## src/rtl/acps_pkg.sv

```systemverilog
package acps_pkg;

  typedef enum logic [2:0] {
    ST_IDLE,
    ST_HOLD,
    ST_WRITE,
    ST_LOCK,
    ST_DONE
  } seq_state_e;

  typedef struct packed {
    logic [7:0] addr;
    logic [7:0] data;
  } cfg_word_t;

  localparam int unsigned SCRIPT_LEN = 4;

  // Fixed start-up script; the order is the behaviour (reference before PLL).
  function automatic cfg_word_t script_word(input int unsigned idx);
    cfg_word_t w;
    case (idx)
      0:       w = {8'h04, 8'h4A};
      1:       w = {8'h05, 8'h27};
      2:       w = {8'h00, 8'h40};
      3:       w = {8'h01, 8'h03};
      default: w = '0;
    endcase
    return w;
  endfunction

  // Minimum time in ns to clock cycles, rounded up, never below one.
  function automatic longint unsigned ns_to_cycles(input longint unsigned ns,
                                                   input longint unsigned hz);
    longint unsigned c;
    c = (ns * hz + 64'd999_999_999) / 64'd1_000_000_000;
    if (c == 0) c = 1;
    return c;
  endfunction

endpackage

```

## src/rtl/acps_interval_timer.sv

```systemverilog
module acps_interval_timer #(
  parameter int unsigned TW = 8
) (
  input  logic          clk,
  input  logic          rst,
  input  logic          load,
  input  logic [TW-1:0] load_val,
  output logic          expired
);

  logic [TW-1:0] cnt;

  always_ff @(posedge clk) begin
    if (rst) begin
      cnt <= '0;
    end else if (load) begin
      cnt <= load_val - TW'(1);
    end else if (cnt != '0) begin
      cnt <= cnt - TW'(1);
    end
  end

  assign expired = (cnt == '0);

endmodule

```

## src/rtl/acps_cfg_writer.sv

```systemverilog
module acps_cfg_writer
  import acps_pkg::*;
(
  input  logic       clk,
  input  logic       rst,
  input  logic       active,
  input  logic       ready,
  output logic       valid,
  output logic [7:0] addr,
  output logic [7:0] data,
  output logic       last_accept
);

  localparam int unsigned IW = (SCRIPT_LEN > 1) ? $clog2(SCRIPT_LEN) : 1;
  localparam logic [IW-1:0] LAST_IDX = IW'(SCRIPT_LEN - 1);

  logic [IW-1:0] idx;
  cfg_word_t     word;
  logic          accept;

  assign valid  = active;
  assign accept = active && ready;

  always_ff @(posedge clk) begin
    if (rst || !active) begin
      idx <= '0;
    end else if (accept && idx != LAST_IDX) begin
      idx <= idx + IW'(1);
    end
  end

  always_comb begin
    word = script_word(32'(idx));
  end

  assign addr        = word.addr;
  assign data        = word.data;
  assign last_accept = accept && (idx == LAST_IDX);

endmodule

```

## src/rtl/acps_seq_ctrl.sv

```systemverilog
module acps_seq_ctrl
  import acps_pkg::*;
#(
  parameter int unsigned TW          = 8,
  parameter logic [TW-1:0] HOLD_VAL  = 1,
  parameter logic [TW-1:0] LOCK_VAL  = 1
) (
  input  logic          clk,
  input  logic          rst,
  input  logic          start,
  input  logic          timer_expired,
  input  logic          last_accept,
  output logic          timer_load,
  output logic [TW-1:0] timer_val,
  output logic          write_active,
  output logic          pdn_n,
  output logic          clk_en,
  output logic          busy,
  output logic          done
);

  seq_state_e state, next;

  always_comb begin
    next       = state;
    timer_load = 1'b0;
    timer_val  = HOLD_VAL;
    case (state)
      ST_IDLE: begin
        if (start) begin
          next       = ST_HOLD;
          timer_load = 1'b1;
        end
      end
      ST_HOLD: begin
        if (timer_expired) next = ST_WRITE;
      end
      ST_WRITE: begin
        if (last_accept) begin
          next       = ST_LOCK;
          timer_load = 1'b1;
          timer_val  = LOCK_VAL;
        end
      end
      ST_LOCK: begin
        if (timer_expired) next = ST_DONE;
      end
      ST_DONE: next = ST_DONE;
      default: next = ST_IDLE;
    endcase
  end

  always_ff @(posedge clk) begin
    if (rst) begin
      state  <= ST_IDLE;
      pdn_n  <= 1'b0;
      clk_en <= 1'b0;
      busy   <= 1'b0;
      done   <= 1'b0;
    end else begin
      state  <= next;
      pdn_n  <= (next == ST_WRITE) || (next == ST_LOCK) || (next == ST_DONE);
      clk_en <= (next == ST_DONE);
      done   <= (next == ST_DONE);
      busy   <= (next == ST_HOLD) || (next == ST_WRITE) || (next == ST_LOCK);
    end
  end

  assign write_active = (state == ST_WRITE);

endmodule

```

## src/rtl/acps_powerup_seq.sv

```systemverilog
module acps_powerup_seq #(
  parameter longint unsigned CLK_HZ  = 100_000_000,
  parameter longint unsigned HOLD_NS = 150,
  parameter longint unsigned LOCK_NS = 40_000_000
) (
  input  logic       clk,
  input  logic       rst,
  input  logic       start,
  output logic       codec_pdn_n,
  output logic [7:0] cfg_addr,
  output logic [7:0] cfg_data,
  output logic       cfg_valid,
  input  logic       cfg_ready,
  output logic       bclk_en,
  output logic       lrclk_en,
  output logic       busy,
  output logic       done
);

  localparam longint unsigned HOLD_CYC = acps_pkg::ns_to_cycles(HOLD_NS, CLK_HZ);
  localparam longint unsigned LOCK_CYC = acps_pkg::ns_to_cycles(LOCK_NS, CLK_HZ);
  localparam longint unsigned MAX_CYC  = (HOLD_CYC > LOCK_CYC) ? HOLD_CYC : LOCK_CYC;
  localparam int unsigned     TW       = $clog2(MAX_CYC + 1);

  logic          timer_load;
  logic [TW-1:0] timer_val;
  logic          timer_expired;
  logic          write_active;
  logic          last_accept;
  logic          clk_en;

  acps_seq_ctrl #(
    .TW       (TW),
    .HOLD_VAL (TW'(HOLD_CYC)),
    .LOCK_VAL (TW'(LOCK_CYC))
  ) u_ctrl (
    .clk           (clk),
    .rst           (rst),
    .start         (start),
    .timer_expired (timer_expired),
    .last_accept   (last_accept),
    .timer_load    (timer_load),
    .timer_val     (timer_val),
    .write_active  (write_active),
    .pdn_n         (codec_pdn_n),
    .clk_en        (clk_en),
    .busy          (busy),
    .done          (done)
  );

  acps_interval_timer #(.TW(TW)) u_timer (
    .clk      (clk),
    .rst      (rst),
    .load     (timer_load),
    .load_val (timer_val),
    .expired  (timer_expired)
  );

  acps_cfg_writer u_writer (
    .clk         (clk),
    .rst         (rst),
    .active      (write_active),
    .ready       (cfg_ready),
    .valid       (cfg_valid),
    .addr        (cfg_addr),
    .data        (cfg_data),
    .last_accept (last_accept)
  );

  assign bclk_en  = clk_en;
  assign lrclk_en = clk_en;

endmodule

```

## config.mk

```make
export PLATFORM = sky130hd
export DESIGN_NAME = acps_powerup_seq
export DESIGN_NICKNAME = d
export VERILOG_FILES = /design/src/rtl/acps_pkg.sv /design/src/rtl/acps_interval_timer.sv /design/src/rtl/acps_cfg_writer.sv /design/src/rtl/acps_seq_ctrl.sv /design/src/rtl/acps_powerup_seq.sv
export SDC_FILE = /design/constraint.sdc
export NUM_CORES = 1
export LEC_CHECK = 0
export ABC_AREA = 1
export CORE_UTILIZATION = 57
export CTS_CLUSTER_SIZE = 20
export DETAILED_ROUTE_END_ITERATION = 16
export DONT_BUFFER_PORTS = 1
export GPL_TIMING_DRIVEN = 0
export PLACE_DENSITY = 0.75
export SLEW_MARGIN = 20
export SYNTH_ARGS = -nofsm -noshare
export SYNTH_HDL_FRONTEND = slang
export SYNTH_SLANG_ARGS = --single-unit
```

## constraint.sdc

```tcl
create_clock -name clk -period 1.8 [get_ports clk]
set_input_delay 0.36 -clock clk [delete_from_list [all_inputs] [get_ports clk]]
set_output_delay 0.36 -clock clk [all_outputs]
set_load 0.05 [all_outputs]
```

==> impl_metrics.ini, run 1 <==
[run_status]
outcome = finished, violations left
violations = setup timing

[synth]
syn-cell-area_sq_um = 2060
synth_edf_count = 0
yosysWarnings = 0
synth_top_area_share_pct = 29.1
syn_inst = 302
synth.area.top_cells = dfxtp_1 (29%), nand2_1 (12%), nor2_1 (8.6%)
synth_ff_type = dfxtp_1
seq_area_frac_synth_pct = 29.1
synth.distinct_cells = 36
syn-mean-instance-area_sq_um = 6.83
synth-seq-cells = 30
synth_common_cells = nand2_1 (65), nor2_1 (47), inv_1 (35), dfxtp_1 (30), nand3_1 (23)
synth_top_cell_by_area = dfxtp_1
synth_most_common_cell = nand2_1
postSynth.asyncResetShare_pct = 0

[power]
p_sw_mw = 2.42
power.density_nw_per_um2 = 1660
p_seq_share_pct = 23.3
intPower_mw = 2.20
switching_share_pct = 52.4
p_leak_nw = 1.29
vdd.ir_drop.worst_mv = 1.09
comb_power_share_pct = 68.4
pwr-share-clk_pct = 8.3

[finish]
nFillCells = 208
final_area_sq_um = 2790
areaGrowthSynthToFinish_pct = 35.2
drive_gt1_share_pct = 41.2
regArea_sq_um = 609
multi_input_area_sq_um = 1510
finalNetCount = 352
antennaDiodeCount = 0
final_util_pct = 82.3

[worst_setup_path]
rr_startpoint = u_writer.idx[1]
critPathMaxStageDelay_ns = 0.40
critPathArrivalTime_ns = 1.65
crit_required_ns = 1.44
rrSetupSlack_ns = -0.16
cp_max_fo = 4
reg2reg_depth = 11
path_cells = buf_6, ha_4, nor2_4, nor2_4, buf_6
critPathLaunchType = register
path_class = register to primary output
crit_slowest_cell = dfxtp_4
cp-end-kind = primary output
rr_endpoint = u_timer.cnt[21]

[route]
ant_nets = 0
vias = 2129
drt-total-wl_microns = 5780
drt_iter0_markers = 171
wl_per_cell_microns = 14.9
drc_errors = 0
vias_per_cell = 5.49
drt_first_pass_iters = 4

[grt]
grt_pass1_wl_microns = 8730
use_met1_pct = 35.5
gr-usage-met2_pct = 48.4
grt_max_degree = 11
overflow = 0
gr-max-usage-layer = met2
grt.total_usage_pct = 28.5
met3_usage_pct = 5.33
first_global_vias = 1955
antenna_found_initial = 0

[worst_hold_path]
hold_end = u_writer.idx[0]
hold_class = input pin to register
min_path_cells = 4
min_from = cfg_ready

[place]
gp_routability_congestion = 0.869
io_buffers = 0
dpl_cell_area_sq_um = 2190
dpl.hpwl_microns = 3420

[floorplan]
core_sq_um = 3390
die_area_sq_um = 3860
ios = 26
fp.dieH_microns = 62.2
start_util_pct = 60.9
die_w_microns = 62.2
num_rows = 21

[run]
cap_violations = 0

[timing]
whs_ns = 0.274
period_needed_ns = 2.01
fin_ws_ns = -0.212
drv_slew = 0
final_hold_viol_count = 0
fmax_mhz = 497
slew_headroom_pct = 64.7
skew_ns = 0.00886
setup_viol_count_final = 18
rsz0062_at_grt = yes
post-route-period-util_pct = 112
worstMarginPinSlew_ns = 0.529

[cts]
ctsHoldBuffers = 0
cts_buffer_depth = 2
clkTransAtPathRegs_ns = 0.09
htree_levels = 2
cts_buffers = 5
clk-insertion-delay-late_ns = 0.33
cts_root_buffer = clkbuf_4
cts_tree = yes
cts.sinks = 30
==> flip-flops by register name (all words and copies together) (netlist names) <==
signal / count
u_writer.idx: 2
u_ctrl.clk_en: 1
u_ctrl.state: 3
u_ctrl.busy: 1
u_ctrl.pdn_n: 1
u_timer.cnt: 22
==> logic make-up after synthesis <==
family	synth area share, %
and+or+nand+nor	40.2
buffers and inverters	13.8
AOI/OAI and AO/OA	11.4
DFF	29.1
adders and majority gates	3.64
xor gates and xnor gates	1.70
other	0.182
==> routing by layer <==
metal  part of all wire, %  up-vias  wire, microns
li1                      -     1021              -
met1                    40     1011           2320
met2                    51       78           2950
met3                   6.1       19            354
met4                   2.7        0            154
met5                     0        -              0
==> metrics by stage <==
stage	cells	total power [mW]	setup TNS, ns	setup slack (ns)
2_1_floorplan	309	2.86	-0.0365	-0.0323
5_1_grt	388	4.93	-3.79	-0.289
3_5_place_dp	355	3.27	-3.43	-0.276
3_3_place_gp	355	3.24	-2.72	-0.244
6_report	388	4.62	-2.06	-0.212
4_1_cts	377	4.05	-0.967	-0.166
==> cell type report <==
type | instances | area share (%)
flip-flops and latches | 30 | 21.8
inverters | 39 | 5.92
clock buffers | 7 | 1.62
plain buffers | 18 | 5.61
well taps | 46 | 2.06
repair buffers | 26 | 8.79
multi-input cells | 222 | 54.1
==> power groups by stage <==
stage / Sequential, mW / Clock, mW / Combinational [mW]
final: 1.08 / 0.382 / 3.16
after floorplan: 1.05 / 0 / 1.81
after CTS: 1.07 / 0.380 / 2.60
after detailed placement: 1.08 / 0 / 2.20
after global routing: 1.10 / 0.412 / 3.42
after global placement: 1.07 / 0 / 2.17
==> worst max-delay path by stage <==
stage / cells after the start / endpoint / from / slack (ns)
floorplan: 5 / cfg_data[0] / u_writer.idx[1] / -0.03
global placement: 8 / u_timer.cnt[8] / u_writer.idx[1] / -0.24
detailed placement: 8 / u_timer.cnt[10] / u_writer.idx[1] / -0.28
CTS: 5 / cfg_data[0] / u_writer.idx[1] / -0.17
global route: 11 / u_timer.cnt[16] / u_writer.idx[1] / -0.29
finish: 5 / cfg_data[0] / u_writer.idx[0] / -0.21
==> worst max-delay path: cells and delay by family, from the launching register on <==
family | cells | cell delay, ns
adder cells (fa/ha/maj) | 1 | 0.24
buffers and inverters | 2 | 0.33
AND/OR/NAND/NOR | 2 | 0.36
flip-flops | 1 | 0.40
==> cells in the final DEF, fill, tap and decap left out, types with 6 or more instances in the layout <==
| cell type | n |
|---|---|
| dfxtp_1 | 27 |
| inv_2 | 8 |
| nand2_1 | 54 |
| nand3_4 | 6 |
| nand3_1 | 15 |
| nand2_2 | 11 |
| buf_4 | 28 |
| conb_1 | 8 |
| nand2_4 | 8 |
| nand3_2 | 6 |
| nand4_1 | 6 |
| nor2_1 | 35 |
| nor2_4 | 11 |
| buf_6 | 10 |
| nor2_2 | 10 |
| a21oi_1 | 9 |
| inv_1 | 25 |
==> repair_timing <==
action | 4_1_cts | 5_1_grt
gates cloned | 0 | 0
endpoints found under the setup margin | 27 | 27
buffers inserted | 15 | 12
pin swaps | 27 | 24
gates resized for setup | 48 | 47
Power figures use the tool's default switching activity.
==> run 2, diff against run 1 <==
ABC_AREA = not set   (was 1)
==> run 2 against run 1 <==
The run still ends with setup timing left. Clock skew rose by 0.0039 ns. Final area fell by 6.9%. Setup slack got worse by 0.23 ns. Critical path depth rose by 4. Critical path type is now register to register. Largest power group unchanged.
==> impl_metrics.ini, run 2 <==
[cts]
htree_levels = 2
cts.sinks = 30
cts_tree = yes
clkTransAtPathRegs_ns = 0.10
cts_root_buffer = clkbuf_4
cts_buffers = 5
clk-insertion-delay-late_ns = 0.34
cts_buffer_depth = 2

[run_status]
outcome = finished, violations left
violations = setup timing

[finish]
multi_input_area_sq_um = 1390
top_regs = u_timer.cnt x22, u_ctrl.state x3, u_writer.idx x2
regArea_sq_um = 613
finalNetCount = 269
antennaDiodeCount = 0
final_cell_mix = buf_4 (31), dfxtp_1 (26), nor2_1 (19)
final_common_cell = buf_4
regMostFlops = u_timer.cnt
largest_register_ffs = 22
nFillCells = 187
drive_gt1_share_pct = 44.6
areaGrowthSynthToFinish_pct = 36.9

[route]
wl_per_cell_microns = 18.7
ant_nets = 0
vias_per_cell = 6.26
drc_errors = 0
drt-total-wl_microns = 5640
vias = 1890
drt_first_pass_iters = 5
drt_iter0_markers = 164

[worst_setup_path]
critPathTopFamily = simple AND/OR/NAND/NOR gates
rrSetupSlack_ns = -0.45
crit_required_ns = 2.04
critPathArrivalTime_ns = 2.49
crit_slowest_cell = or4_4
path_class = register to register
rr_endpoint = u_timer.cnt[16]
path_cells = ha_4, and3_4, o21ai_4, a21oi_4, ha_4, nand4_1, or4_4, xnor2_2, nor2_1
reg2reg_depth = 9
cpMostUsedCell = ha_4
cp-end-kind = register
critPathMaxStageDelay_ns = 0.56
rr_startpoint = u_writer.idx[0]
cp_max_fo = 4
cp_num_buf_inv = 0
critPathLaunchType = register

[synth]
synth_top_area_share_pct = 31.7
synth_top_cell_by_area = dfxtp_1
yosysWarnings = 0
synth-seq-cells = 30
synth_common_cells = dfxtp_1 (30), nor2_1 (23), a21oi_1 (17), buf_4 (14), nor3_1 (14)
synth_ff_type = dfxtp_1
synth_most_common_cell = dfxtp_1
synth_edf_count = 0
syn-cell-area_sq_um = 1900
synth.distinct_cells = 60
syn-mean-instance-area_sq_um = 8.54
seq_area_frac_synth_pct = 31.7
synth.area.top_cells = dfxtp_1 (32%), buf_4 (5.5%), nor2_1 (4.6%)
postSynth.asyncResetShare_pct = 0
syn_inst = 222

[timing]
tns_ns = -7.33
fmax_mhz = 445
final_hold_viol_count = 0
fin_ws_ns = -0.447
rsz0062_at_grt = yes
setup_viol_count_final = 29
post-route-period-util_pct = 125
drv_slew = 0
worstMarginPinSlew_ns = 0.623
slew_headroom_pct = 58.1
skew_ns = 0.0127
period_needed_ns = 2.25

[place]
dpl.hpwl_microns = 3160
io_buffers = 0
gp_routability_congestion = 0.871

[floorplan]
start_util_pct = 61.1
core_sq_um = 3100
ios = 26
die_area_sq_um = 3560
fp.dieH_microns = 59.7
die_w_microns = 59.7
num_rows = 20

[grt]
grt_max_degree = 11
gr-max-usage-layer = met2
antenna_found_initial = 0
gr-usage-met2_pct = 53.7
grt.total_usage_pct = 31.0
use_met1_pct = 37.5
first_global_vias = 1715
grt_pass1_wl_microns = 7970
met3_usage_pct = 4.76
overflow = 0

[power]
comb_power_share_pct = 68.1
intPower_mw = 2.55
vdd.ir_drop.worst_mv = 1.06
p_seq_share_pct = 23.3
power.density_nw_per_um2 = 1840
switching_share_pct = 46.5
p_sw_mw = 2.22
p_leak_nw = 1.00
pwr-share-clk_pct = 8.6
total_power_mw = 4.77

[run]
cap_violations = 0

[worst_hold_path]
min_from = start
min_path_cells = 3
hold_end = u_ctrl.busy
hold_class = input pin to register
## run 2: cell count changes in the layout (fill, tap and decap cells not counted), sizes merged, moves of 5 or more
cell | before | now
nand3 | 27 | 4
or4 | 0 | 5
inv | 38 | 2
or3 | 0 | 8
nand4 | 8 | 2
nor2 | 56 | 24
nor3 | 4 | 14
nand2 | 73 | 7
## run 2: logic make-up after synthesis
| kind of cell | after synthesis | synth area share, % |
|---|---|---|
| other | 1 | 0.198 |
| xor gates and xnor gates | 6 | 2.77 |
| DFF | 30 | 31.7 |
| AOI/OAI and AO/OA | 53 | 20.0 |
| muxes | 4 | 2.24 |
| adders and majority gates | 6 | 3.96 |
| buffers and inverters | 29 | 10.8 |
| and+or+nand+nor | 93 | 28.4 |
## run 2: layer usage
layer  vias up  share of wire, %
met5         -                 0
met4         0               3.4
met2       102                50
li1        869                 -
met3        27               8.2
met1       892                38
## run 2: area by class of cell
type                       instances  area share [%]
buffer                            22            7.95
clock buffer                       6            1.98
inverter                           3           0.675
multi-input combinational        170            53.4
sequential                        30            23.6
tap                               44            2.12
timing repair buffer              27            10.2
## run 2: power by group through the flow
stage | registers [mW] | clock network (mW) | logic [mW]
after floorplan | 1.05 | 0 | 1.83
after global placement | 1.08 | 0 | 2.14
after detailed placement | 1.09 | 0 | 2.20
after CTS | 1.09 | 0.414 | 2.59
after global routing | 1.13 | 0.438 | 3.45
final | 1.11 | 0.411 | 3.25
## run 2: repair_timing
item,4_1_cts,5_1_grt
endpoints found under the setup margin,31,29
pin swaps,16,28
setup buffers,14,13
cloned,1,2
hold buffers,0,0
resized for setup,35,33
## run 2: worst reg2reg max path, stage by stage (launching register included)
cell	delay (ns)
dfxtp_4	0.38
ha_4	0.14
and3_4	0.23
o21ai_4	0.09
a21oi_4	0.18
ha_4	0.16
nand4_1	0.19
or4_4	0.57
xnor2_2	0.16
nor2_1	0.06
## run 2: worst max-delay path by stage
stage	depth (start not counted)	endpoint	slack [ns]	startpoint
2_1_floorplan	11	u_timer.cnt[16]	-0.60	u_writer.idx[1]
3_3_place_gp	11	u_timer.cnt[16]	-0.86	u_writer.idx[0]
3_5_place_dp	11	u_timer.cnt[16]	-0.89	u_writer.idx[0]
4_1_cts	11	u_timer.cnt[16]	-0.58	u_writer.idx[1]
5_1_grt	8	u_timer.cnt[16]	-0.55	u_ctrl.state[1]
6_report	9	u_timer.cnt[16]	-0.45	u_writer.idx[0]
## run 2: through the flow
stage / area, sq um / setup WS, ns / util, % / std cells / hold WS [ns]
global placement: 2070 / -0.855 / 66.7 / 273 / 0.476
detailed placement: 2070 / -0.888 / 66.7 / 273 / 0.492
CTS: 2380 / -0.576 / 76.6 / 293 / 0.358
global route: 2600 / -0.552 / 83.7 / 302 / 0.410
finish: 2600 / -0.447 / 83.7 / 302 / 0.357
floorplan: 2020 / -0.595 / - / 229 / 0.461
==> run 3, diff against run 2 <==
CORE_ASPECT_RATIO = 0.75   (was not set)
clock period = 1.96 ns   (was 1.8 ns; I/O delays follow)
==> run 3 against run 2 <==
The flow still finishes with violations (setup timing). Via count up 26%. Clock-buffer cell count rose by 2. Power up 13%. Routed wire length grew 55%. Register-to-register slack worse by 0.04 ns. Clock skew shrank 0.0082 ns. Clock power is 50% higher. Utilization rose by 10 points. Combinational power up 12%. Largest cell class unchanged. Highest routed layer unchanged.
==> impl_metrics.ini, run 3 (synthesis gave the netlist of run 2 again) <==
[worst_setup_path]
path_class = register to register
critPathLaunchType = register
rr_endpoint = u_timer.cnt[18]
reg2reg_depth = 6
rr_startpoint = u_timer.cnt[5]
cp_max_fo = 7
cp-end-kind = register
crit_end = u_timer.cnt[18]
crit_slowest_cell = nor4_1
critPathArrivalTime_ns = 2.62
crit_required_ns = 2.13
path_cells = nor4_1, nand4_1, buf_4, nor4_4, xor2_1, nor2_1
rrSetupSlack_ns = -0.49
worstSetupStartpoint = u_timer.cnt[5]
critPathMaxStageDelay_ns = 0.74

[grt]
use_met1_pct = 51.4
grt.total_usage_pct = 42.9
gr-usage-met2_pct = 64.5
met3_usage_pct = 13.8
grt_max_degree = 11
overflow = 0
gr-max-usage-layer = met2
antenna_found_initial = 0
first_global_vias = 2024
grt_pass1_wl_microns = 10600

[power]
p_sw_mw = 2.64
pwr-share-clk_pct = 11.5
power.density_nw_per_um2 = 1880
p_leak_nw = 1.14
comb_power_share_pct = 68.1
p_seq_share_pct = 20.5
total_power_mw = 5.37
switching_share_pct = 49.2
vdd.ir_drop.worst_mv = 1.36
intPower_mw = 2.73

[timing]
fin_ws_ns = -0.489
drv_slew = 0
period_needed_ns = 2.45
rsz0062_at_grt = yes
post-route-period-util_pct = 125
slew_headroom_pct = 46.0
worstMarginPinSlew_ns = 0.802
fmax_mhz = 408
whs_ns = 0.480
final_hold_viol_count = 0
setup_viol_count_final = 28
skew_ns = 0.00459

[cts]
clkTransAtPathRegs_ns = 0.07
cts.sinks = 30
cts_tree = yes
htree_levels = 2
ctsHoldBuffers = 0
cts_buffers = 5
clk-insertion-delay-late_ns = 0.30
cts_buffer_depth = 2
cts_root_buffer = clkbuf_8

[floorplan]
fp.dieH_microns = 52.0
ios = 26
core_sq_um = 3040
die_area_sq_um = 3560
die_w_microns = 68.6
start_util_pct = 62.4
num_rows = 17

[route]
drt_iter0_markers = 484
vias = 2385
drt_first_pass_iters = 8
wl_per_cell_microns = 27.9
ant_nets = 0
vias_per_cell = 7.60
drt-total-wl_microns = 8750
drc_errors = 0

[run_status]
violations = setup timing
outcome = finished, violations left

[finish]
regMostFlops = u_timer.cnt
top_regs = u_timer.cnt x22, u_ctrl.state x3, u_writer.idx x2
final_area_sq_um = 2860
final_cell_mix = buf_4 (42), dfxtp_1 (27), nor2_1 (18)
nFillCells = 87
finalNetCount = 285
largest_register_ffs = 22
antennaDiodeCount = 0
drive_gt1_share_pct = 51.1
final_common_cell = buf_4
final_util_pct = 94.1
areaGrowthSynthToFinish_pct = 50.9

[place]
dpl_cell_area_sq_um = 2040
io_buffers = 0
dp_slack_ns = -0.744
gp_routability_congestion = 0.826
dpl.hpwl_microns = 3320

[worst_hold_path]
min_from = cfg_ready
hold_class = input pin to register

[run]
cap_violations = 0
==> run 3: stage by stage <==
step,TNS (ns),std cells
floorplan,-2.06,229
global placement,-5.28,267
detailed placement,-6.83,267
CTS,-2.89,304
global route,-6.79,314
finish,-5.84,314
==> run 3: what timing repair did <==
action                                  in CTS  in global routing
gates resized for setup                     56                 48
gates cloned                                 1                  0
pin swaps                                   30                 23
buffers inserted                            30                 15
endpoints found under the setup margin      26                 27
==> run 3: final cells by class <==
class | count | area, sq um | area share (%)
plain buffers | 22 | 204 | 7.13
clock buffers | 8 | 110 | 3.85
inverters | 3 | 23.8 | 0.831
multi-input cells | 170 | 1480 | 51.8
flip-flops and latches | 30 | 609 | 21.3
well taps | 38 | 47.5 | 1.66
repair buffers | 43 | 384 | 13.4
==> run 3: power by group through the flow <==
stage | logic, mW | registers (mW) | clock network [mW]
finish | 3.65 | 1.10 | 0.616
global placement | 1.88 | 0.996 | 0
detailed placement | 1.97 | 1.01 | 0
floorplan | 1.61 | 0.964 | 0
CTS | 2.70 | 1.01 | 0.597
global route | 3.77 | 1.09 | 0.648
==> run 3: metal layers <==
layer | up-vias | wire length (microns)
met5 | - | 0
met2 | 278 | 3580
met4 | 0 | 925
met3 | 117 | 1190
met1 | 1086 | 3050
li1 | 904 | -
==> run 3: worst min path at each step <==
| stage | end | slack, ns | cells after the start |
|---|---|---|---|
| floorplan | u_timer.cnt[12] | 0.46 | 2 |
| global placement | u_timer.cnt[12] | 0.47 | 2 |
| detailed placement | u_timer.cnt[12] | 0.49 | 2 |
| CTS | u_ctrl.busy | 0.44 | 3 |
| global route | u_writer.idx[0] | 0.49 | 3 |
| finish | u_writer.idx[0] | 0.48 | 3 |
==> run 3: critical path, delay by kind of cell (launching register included) <==
kind,cells,cell delay (ns)
xor+xnor,1,0.28
buf+inv,1,0.26
simple gates,4,1.39
flops,1,0.39
